$ cat config.mk
export PLATFORM = sky130hd
export DESIGN_NAME = shadow_cfg_reg
export DESIGN_NICKNAME = d
export VERILOG_FILES = /design/src/rtl/cfgreg_pkg.sv /design/src/rtl/cfgreg_ctrl_reg.sv /design/src/rtl/cfgreg_nv_store.sv /design/src/rtl/shadow_cfg_reg.sv
export SDC_FILE = /design/constraint.sdc
export NUM_CORES = 1
export LEC_CHECK = 0
export BUFFER_PORTS_ARGS = -buffer_cell sky130_fd_sc_hd__buf_2
export CORE_ASPECT_RATIO = 0.6
export CORE_UTILIZATION = 45
export CTS_CLUSTER_DIAMETER = 100
export DETAILED_ROUTE_END_ITERATION = 8
export GPL_TIMING_DRIVEN = 0
export MAX_ROUTING_LAYER = met4
export PLACE_DENSITY = 0.73
export SYNTH_ARGS = -nofsm -noshare
export SYNTH_HDL_FRONTEND = slang
export SYNTH_SLANG_ARGS = --single-unit
export TNS_END_PERCENT = 50
$ cat constraint.sdc
create_clock -name clk -period 2.25 [get_ports clk]
set_input_delay 0.225 -clock clk [delete_from_list [all_inputs] [get_ports clk]]
set_output_delay 0.225 -clock clk [all_outputs]
set_load 0.02 [all_outputs]
$ cat src/rtl/cfgreg_pkg.sv
package cfgreg_pkg;
  typedef enum logic [1:0] {
    OP_WR_CFG  = 2'd0,
    OP_WR_CTRL = 2'd1,
    OP_WR_EN   = 2'd2,
    OP_EE_WR   = 2'd3
  } cfg_op_e;
endpackage

$ cat src/rtl/cfgreg_ctrl_reg.sv
module cfgreg_ctrl_reg #(
  parameter int DATA_W = 16
) (
  input  logic              clk,
  input  logic              rst,
  input  logic              clear,
  input  logic              wr,
  input  logic [DATA_W-1:0] din,
  output logic [DATA_W-1:0] q
);
  always_ff @(posedge clk) begin
    if (rst || clear) q <= '0;
    else if (wr)      q <= din;
  end

  // a clear pulse leaves the control word at zero
  p_ctrl_clear_r9: assert property (@(posedge clk) disable iff (rst)
    clear |=> q == '0);
  // a write without a clear takes the data
  p_ctrl_write_r9: assert property (@(posedge clk) disable iff (rst)
    (wr && !clear) |=> q == $past(din));
endmodule

$ cat src/rtl/cfgreg_nv_store.sv
module cfgreg_nv_store #(
  parameter int              DATA_W    = 16,
  parameter int              NV_CYCLES = 8,
  parameter int              CNT_W     = 16,
  parameter logic [DATA_W-1:0] INIT    = '0
) (
  input  logic              clk,
  input  logic              rst,
  input  logic              pwr_up,
  input  logic              store_go,
  input  logic [DATA_W-1:0] cfg_in,
  output logic [DATA_W-1:0] shadow_q,
  output logic              busy,
  output logic [CNT_W-1:0]  store_cnt
);
  localparam int TMR_W = $clog2(NV_CYCLES + 1);
  localparam logic [TMR_W-1:0] TMR_LOAD = TMR_W'(NV_CYCLES);

  logic [TMR_W-1:0] tmr;

  always_ff @(posedge clk) begin
    if (rst) begin
      shadow_q  <= INIT;
      tmr       <= '0;
      store_cnt <= '0;
    end else if (pwr_up) begin
      tmr <= '0;
    end else if (store_go) begin
      shadow_q  <= cfg_in;
      tmr       <= TMR_LOAD;
      store_cnt <= store_cnt + 1'b1;
    end else if (tmr != '0) begin
      tmr <= tmr - 1'b1;
    end
  end

  assign busy = (tmr != '0);

  // shadow only moves on a store
  p_shadow_hold_r5: assert property (@(posedge clk) disable iff (rst)
    !store_go |=> $stable(shadow_q));
  // a store raises busy and counts once
  p_store_busy_r7: assert property (@(posedge clk) disable iff (rst)
    store_go |=> busy && store_cnt == $past(store_cnt) + 1'b1);
  // no store is requested while a write cycle runs
  p_no_store_busy_r7: assert property (@(posedge clk) disable iff (rst)
    busy |-> !store_go);
endmodule

$ cat src/rtl/shadow_cfg_reg.sv
module shadow_cfg_reg
  import cfgreg_pkg::*;
#(
  parameter int              DATA_W      = 16,
  parameter int              ADDR_W      = 9,
  parameter int              NV_CYCLES   = 8,
  parameter int              CNT_W       = 16,
  parameter int              CELL_BIT    = DATA_W - 1,
  parameter logic [DATA_W-1:0] SHADOW_INIT = '0
) (
  input  logic              clk,
  input  logic              rst,
  input  logic              pwr_up,
  input  logic              sleep_exit,
  input  logic              cmd_valid,
  input  logic [1:0]        cmd_op,
  input  logic [ADDR_W-1:0] cmd_addr,
  input  logic [DATA_W-1:0] cmd_data,
  output logic [DATA_W-1:0] cfg_q,
  output logic [DATA_W-1:0] ctrl_q,
  output logic [DATA_W-1:0] shadow_q,
  output logic              busy,
  output logic              wel_q,
  output logic [CNT_W-1:0]  store_cnt
);
  localparam int HALF = DATA_W / 2;

  // writable-bit mask: upper half minus the cell-count selector
  function automatic logic [DATA_W-1:0] mk_mask();
    logic [DATA_W-1:0] m;
    for (int i = 0; i < DATA_W; i++) m[i] = (i >= HALF) && (i != CELL_BIT);
    return m;
  endfunction
  localparam logic [DATA_W-1:0] WMASK = mk_mask();
  localparam logic [DATA_W-1:0] INIT_M = SHADOW_INIT & WMASK;

  cfg_op_e op;
  logic    accept, wr_cfg, wr_ctrl, wr_en, ee_any, store_go, busy_i;
  logic    addr_unused;

  assign op          = cfg_op_e'(cmd_op);
  assign addr_unused = ^cmd_addr;  // the store never decodes the address
  assign accept      = cmd_valid && !pwr_up && !busy_i;
  assign wr_cfg      = accept && (op == OP_WR_CFG);
  assign wr_ctrl     = accept && (op == OP_WR_CTRL);
  assign wr_en       = accept && (op == OP_WR_EN);
  assign ee_any      = accept && (op == OP_EE_WR);
  assign store_go    = ee_any && wel_q;

  always_ff @(posedge clk) begin
    if (rst)         cfg_q <= INIT_M;
    else if (pwr_up) cfg_q <= shadow_q;
    else if (wr_cfg) cfg_q <= cmd_data & WMASK;
  end

  always_ff @(posedge clk) begin
    if (rst || pwr_up) wel_q <= 1'b0;
    else if (ee_any)   wel_q <= 1'b0;
    else if (wr_en)    wel_q <= 1'b1;
  end

  cfgreg_nv_store #(
    .DATA_W(DATA_W), .NV_CYCLES(NV_CYCLES), .CNT_W(CNT_W), .INIT(INIT_M)
  ) u_nv (
    .clk(clk), .rst(rst), .pwr_up(pwr_up), .store_go(store_go),
    .cfg_in(cfg_q), .shadow_q(shadow_q), .busy(busy_i), .store_cnt(store_cnt)
  );

  cfgreg_ctrl_reg #(.DATA_W(DATA_W)) u_ctrl (
    .clk(clk), .rst(rst), .clear(pwr_up || sleep_exit), .wr(wr_ctrl),
    .din(cmd_data), .q(ctrl_q)
  );

  assign busy = busy_i;

  // power-up recalls the shadow
  p_recall_r8: assert property (@(posedge clk) disable iff (rst)
    pwr_up |=> cfg_q == $past(shadow_q));
  // accepted write lands in the working copy
  p_cfg_write_r2: assert property (@(posedge clk) disable iff (rst)
    wr_cfg |=> cfg_q == ($past(cmd_data) & WMASK));
  // latch clears after an EEPROM write or power-up
  p_wel_clear_r6: assert property (@(posedge clk) disable iff (rst)
    (ee_any || pwr_up) |=> !wel_q);
  // fixed bits of the shadow stay zero
  p_fixed_bits_r3: assert property (@(posedge clk) disable iff (rst)
    (shadow_q & ~WMASK) == '0);
  // a store copies the working copy
  p_store_copy_r4: assert property (@(posedge clk) disable iff (rst)
    store_go |=> shadow_q == $past(cfg_q));
endmodule

==> impl_metrics.py <==
metrics = {
    "clock_tree": {
        "insertion_delay_ps": 350,
        "ctsHtreeMaxLevel": 3,
        "cts_tree": "yes",
        "clk_pin_slew_ps": 70,
        "root_buffer": "clkbuf_8",
        "cts_buffers": 9,
        "clock_sinks": 69,
        "clockBufferDepth": 2,
    },
    "drt": {
        "ant_nets": 0,
        "drt_iter0_markers": 91,
        "post_drt_wl_per_cell_um": 13.7,
        "wirelength_um": 6570,
        "routed_via_density": 5.15,
        "first_pass_iters": 4,
        "dr_total_vias": 2466,
        "drc": 0,
    },
    "placement": {
        "place.port_buffers": 87,
        "place_ws_ps": 36.5,
        "gp_congestion": 0.801,
        "placed_cells": 462,
        "dp_hpwl_um": 4760,
        "placed_area_mm2": 0.00329,
    },
    "synthesis": {
        "syn-num-nets": 330,
        "synthTopCellsByArea": "dfxtp_1, mux2i_1, a21oi_1",
        "synth_edf_count": 0,
        "synthArstFlopShare": 0,
        "synth_top_area_cell": "dfxtp_1",
        "syn_inst": 295,
        "yosysWarnings": 0,
        "synth_area_per_cell_um2": 9.34,
        "synth_top_area_share": 0.501,
        "synth_common_cells": "dfxtp_1, nand2_1, nor2_1, a21oi_1, mux2i_1",
        "syn_area_mm2": 0.00276,
        "yosysMostFrequentCell": "dfxtp_1",
        "synthFlopType": "dfxtp_1",
        "ys_types": 36,
        "ys_seq_area_frac": 0.501,
        "ys_ff_latch": 69,
    },
    "floorplanning": {
        "die_w_um": 103,
        "die_h_um": 62.6,
        "initial_core_util": 0.481,
        "core_area_mm2": 0.00573,
        "io_pins": 98,
        "die-area_mm2": 0.00645,
        "rows": 21,
    },
    "global_routing": {
        "grt.total_usage": 0.219,
        "overflow": 0,
        "grt_pass1_wl_um": 10500,
        "grt_max_degree": 13,
        "grt_pass1_vias": 2228,
        "antenna_found_initial": 0,
    },
    "power": {
        "power_density_mw_per_mm2": 810,
        "vdd_drop_max_uv": 386,
        "p_leak_uw": 0.00160,
    },
    "worst_setup_path": {
        "path_cells": "inv_1 > ha_1 > nor3b_4 > buf_12 > nand4_2 > buf_2 > mux2i_1 > nor2_1",
        "worst-setup-path-type": "reg2reg",
        "crit_path_max_incr_delay_ps": 330,
        "cp_data_arrival_time_ps": 2260,
        "reg2reg_slack_ps": 210,
        "rr_startpoint": "u_nv.tmr[0]$_SDFFE_PP0P_",
        "ff2ff_path_depth": 8,
        "crit_path_max_fanout": 10,
        "critPathCaptureType": "register",
        "reg2reg_to": "u_ctrl.q[12]$_SDFFE_PP0P_",
        "cp_data_required_time_ps": 2470,
        "start_kind": "register",
        "crit_slowest_cell": "buf_2",
    },
    "layout": {
        "fin_cells": 479,
        "nNetsFinal": 429,
        "design_area_mm2": 0.00353,
        "synthToLayoutAreaGrowth_pct": 28.2,
        "diodes": 0,
        "final_layout_size_suffix_gt1_frac": 0.298,
    },
    "sta": {
        "grt_setup_unrepaired": "no",
        "fin_tns_setup_ps": 0,
        "relSlewSlack": 0.577,
        "hold_viol_final": 0,
        "setup_viol": 0,
        "worst_slew_pin_slew_ps": 632,
        "fin_crit_sh": 0.908,
        "min_period_ps": 2040,
        "slew_violations": 0,
        "fin_ws_ps": 206,
        "fin_worst_skew_ps": 9.53,
        "whs_ps": 112,
        "fmax_mhz": 489,
    },
    "worst_hold_path": {
        "min_delay_worst_endpoint": "u_ctrl.q[1]$_SDFFE_PP0P_",
        "hold_depth": 3,
        "hold_path.class": "in2reg",
        "min_from": "cmd_data[1]",
    },
    "flow_run": {
        "drv_cap": 0,
    },
    "outcome": {
        "status": "complete, no violations",
    },
}
## power by group
| group | switching [uW] | internal [uW] | leakage, uW | total, uW |
|---|---|---|---|---|
| Sequential | 21.7 | 1250 | 0.000557 | 1270 |
| Combinational | 285 | 222 | 0.000929 | 506 |
| Clock | 462 | 624 | 0.000110 | 1090 |
| Total | 769 | 2090 | 0.00160 | 2860 |
## cell type report
type | instances | area [um2]
Clock buffer | 10 | 128
Fill cell | 525 | 2190
Tap cell | 80 | 100
Timing Repair Buffer | 88 | 455
Inverter | 5 | 18.8
Clock inverter | 6 | 87.6
Multi-Input combinational cell | 204 | 1280
Buffer | 17 | 80.1
Sequential cell | 69 | 1380
## worst max path at each step
stage / from / slack (ps) / endpoint / cells past startpoint
after floorplan: u_nv.tmr[0]$_SDFFE_PP0P_ / 320 / cfg_q[0]$_SDFFE_PP0P_ / 8
after global placement: u_nv.tmr[0]$_SDFFE_PP0P_ / 60 / u_nv.store_cnt[1]$_SDFFE_PP0P_ / 7
after detailed placement: u_nv.tmr[0]$_SDFFE_PP0P_ / 40 / u_nv.shadow_q[14]$_SDFFE_PP0P_ / 7
after CTS: u_nv.tmr[0]$_SDFFE_PP0P_ / 7 / u_nv.shadow_q[14]$_SDFFE_PP0P_ / 7
after global routing: u_nv.tmr[0]$_SDFFE_PP0P_ / 40 / u_ctrl.q[12]$_SDFFE_PP0P_ / 8
final: u_nv.tmr[0]$_SDFFE_PP0P_ / 210 / u_ctrl.q[12]$_SDFFE_PP0P_ / 8
## flip-flops by register name, summed over array words and instances, names as in the netlist
name            cells
cfg_q              16
u_nv.store_cnt     16
u_nv.shadow_q      16
wel_q               1
u_nv.tmr            4
u_ctrl.q           16
## critical path, delay by kind of cell, from the launching register on
kind          cells  cell delay (ps)
simple gates      3              570
buf+inv           3              620
mux               1              190
flops             1              310
fa+ha+maj         1              220
## logic make-up (layout without fill, tap and decap cells)
group                    count (synthesis)  in the layout  synth area share
AND/OR/NAND/NOR                        112            112             0.212
XOR/XNOR                                 6              6            0.0191
flip-flops                              69             69             0.501
AO/OA/AOI/OAI                           60             60             0.135
adder cells (fa/ha/maj)                  3              3            0.0136
multiplexers                            23             23            0.0836
buffers and inverters                   22            126            0.0359
## repair_timing
action	CTS	global route
resized for setup	0	2
setup endpoints to repair	0	40
setup buffers	0	1
endpoints found under the hold margin	0	0
hold buffers	0	0
## routing by layer
| layer | routed length (um) | global-route usage | up-vias | share of wire |
|---|---|---|---|---|
| li1 | - | - | 1236 | - |
| met1 | 3390 | 0.298 | 1158 | 0.52 |
| met2 | 2750 | 0.305 | 67 | 0.42 |
| met3 | 399 | 0.0850 | 5 | 0.061 |
| met4 | 33 | 0.0511 | 0 | 0.0050 |
| met5 | 0 | - | - | 0 |
## metrics by stage
step	power (uW)	util
floorplan	1610	-
global placement	1710	0.574
detailed placement	1730	0.574
CTS	2800	0.612
global route	3000	0.617
finish	2860	0.617
## layout by cell type (no fill, tap or decap), drive strengths merged, types with 3 or more instances in the layout
master	instances
o31ai	6
or3	6
a21oi	32
mux2i	23
inv	4
nand4	6
or4	6
o21ai	4
clkbuf	21
buf	94
a22o	9
xor2	4
dfxtp	69
nand2	38
and3	3
a211oi	9
nand3	8
clkinv	5
ha	3
nor2	34
(Power assumes the default switching activity.)
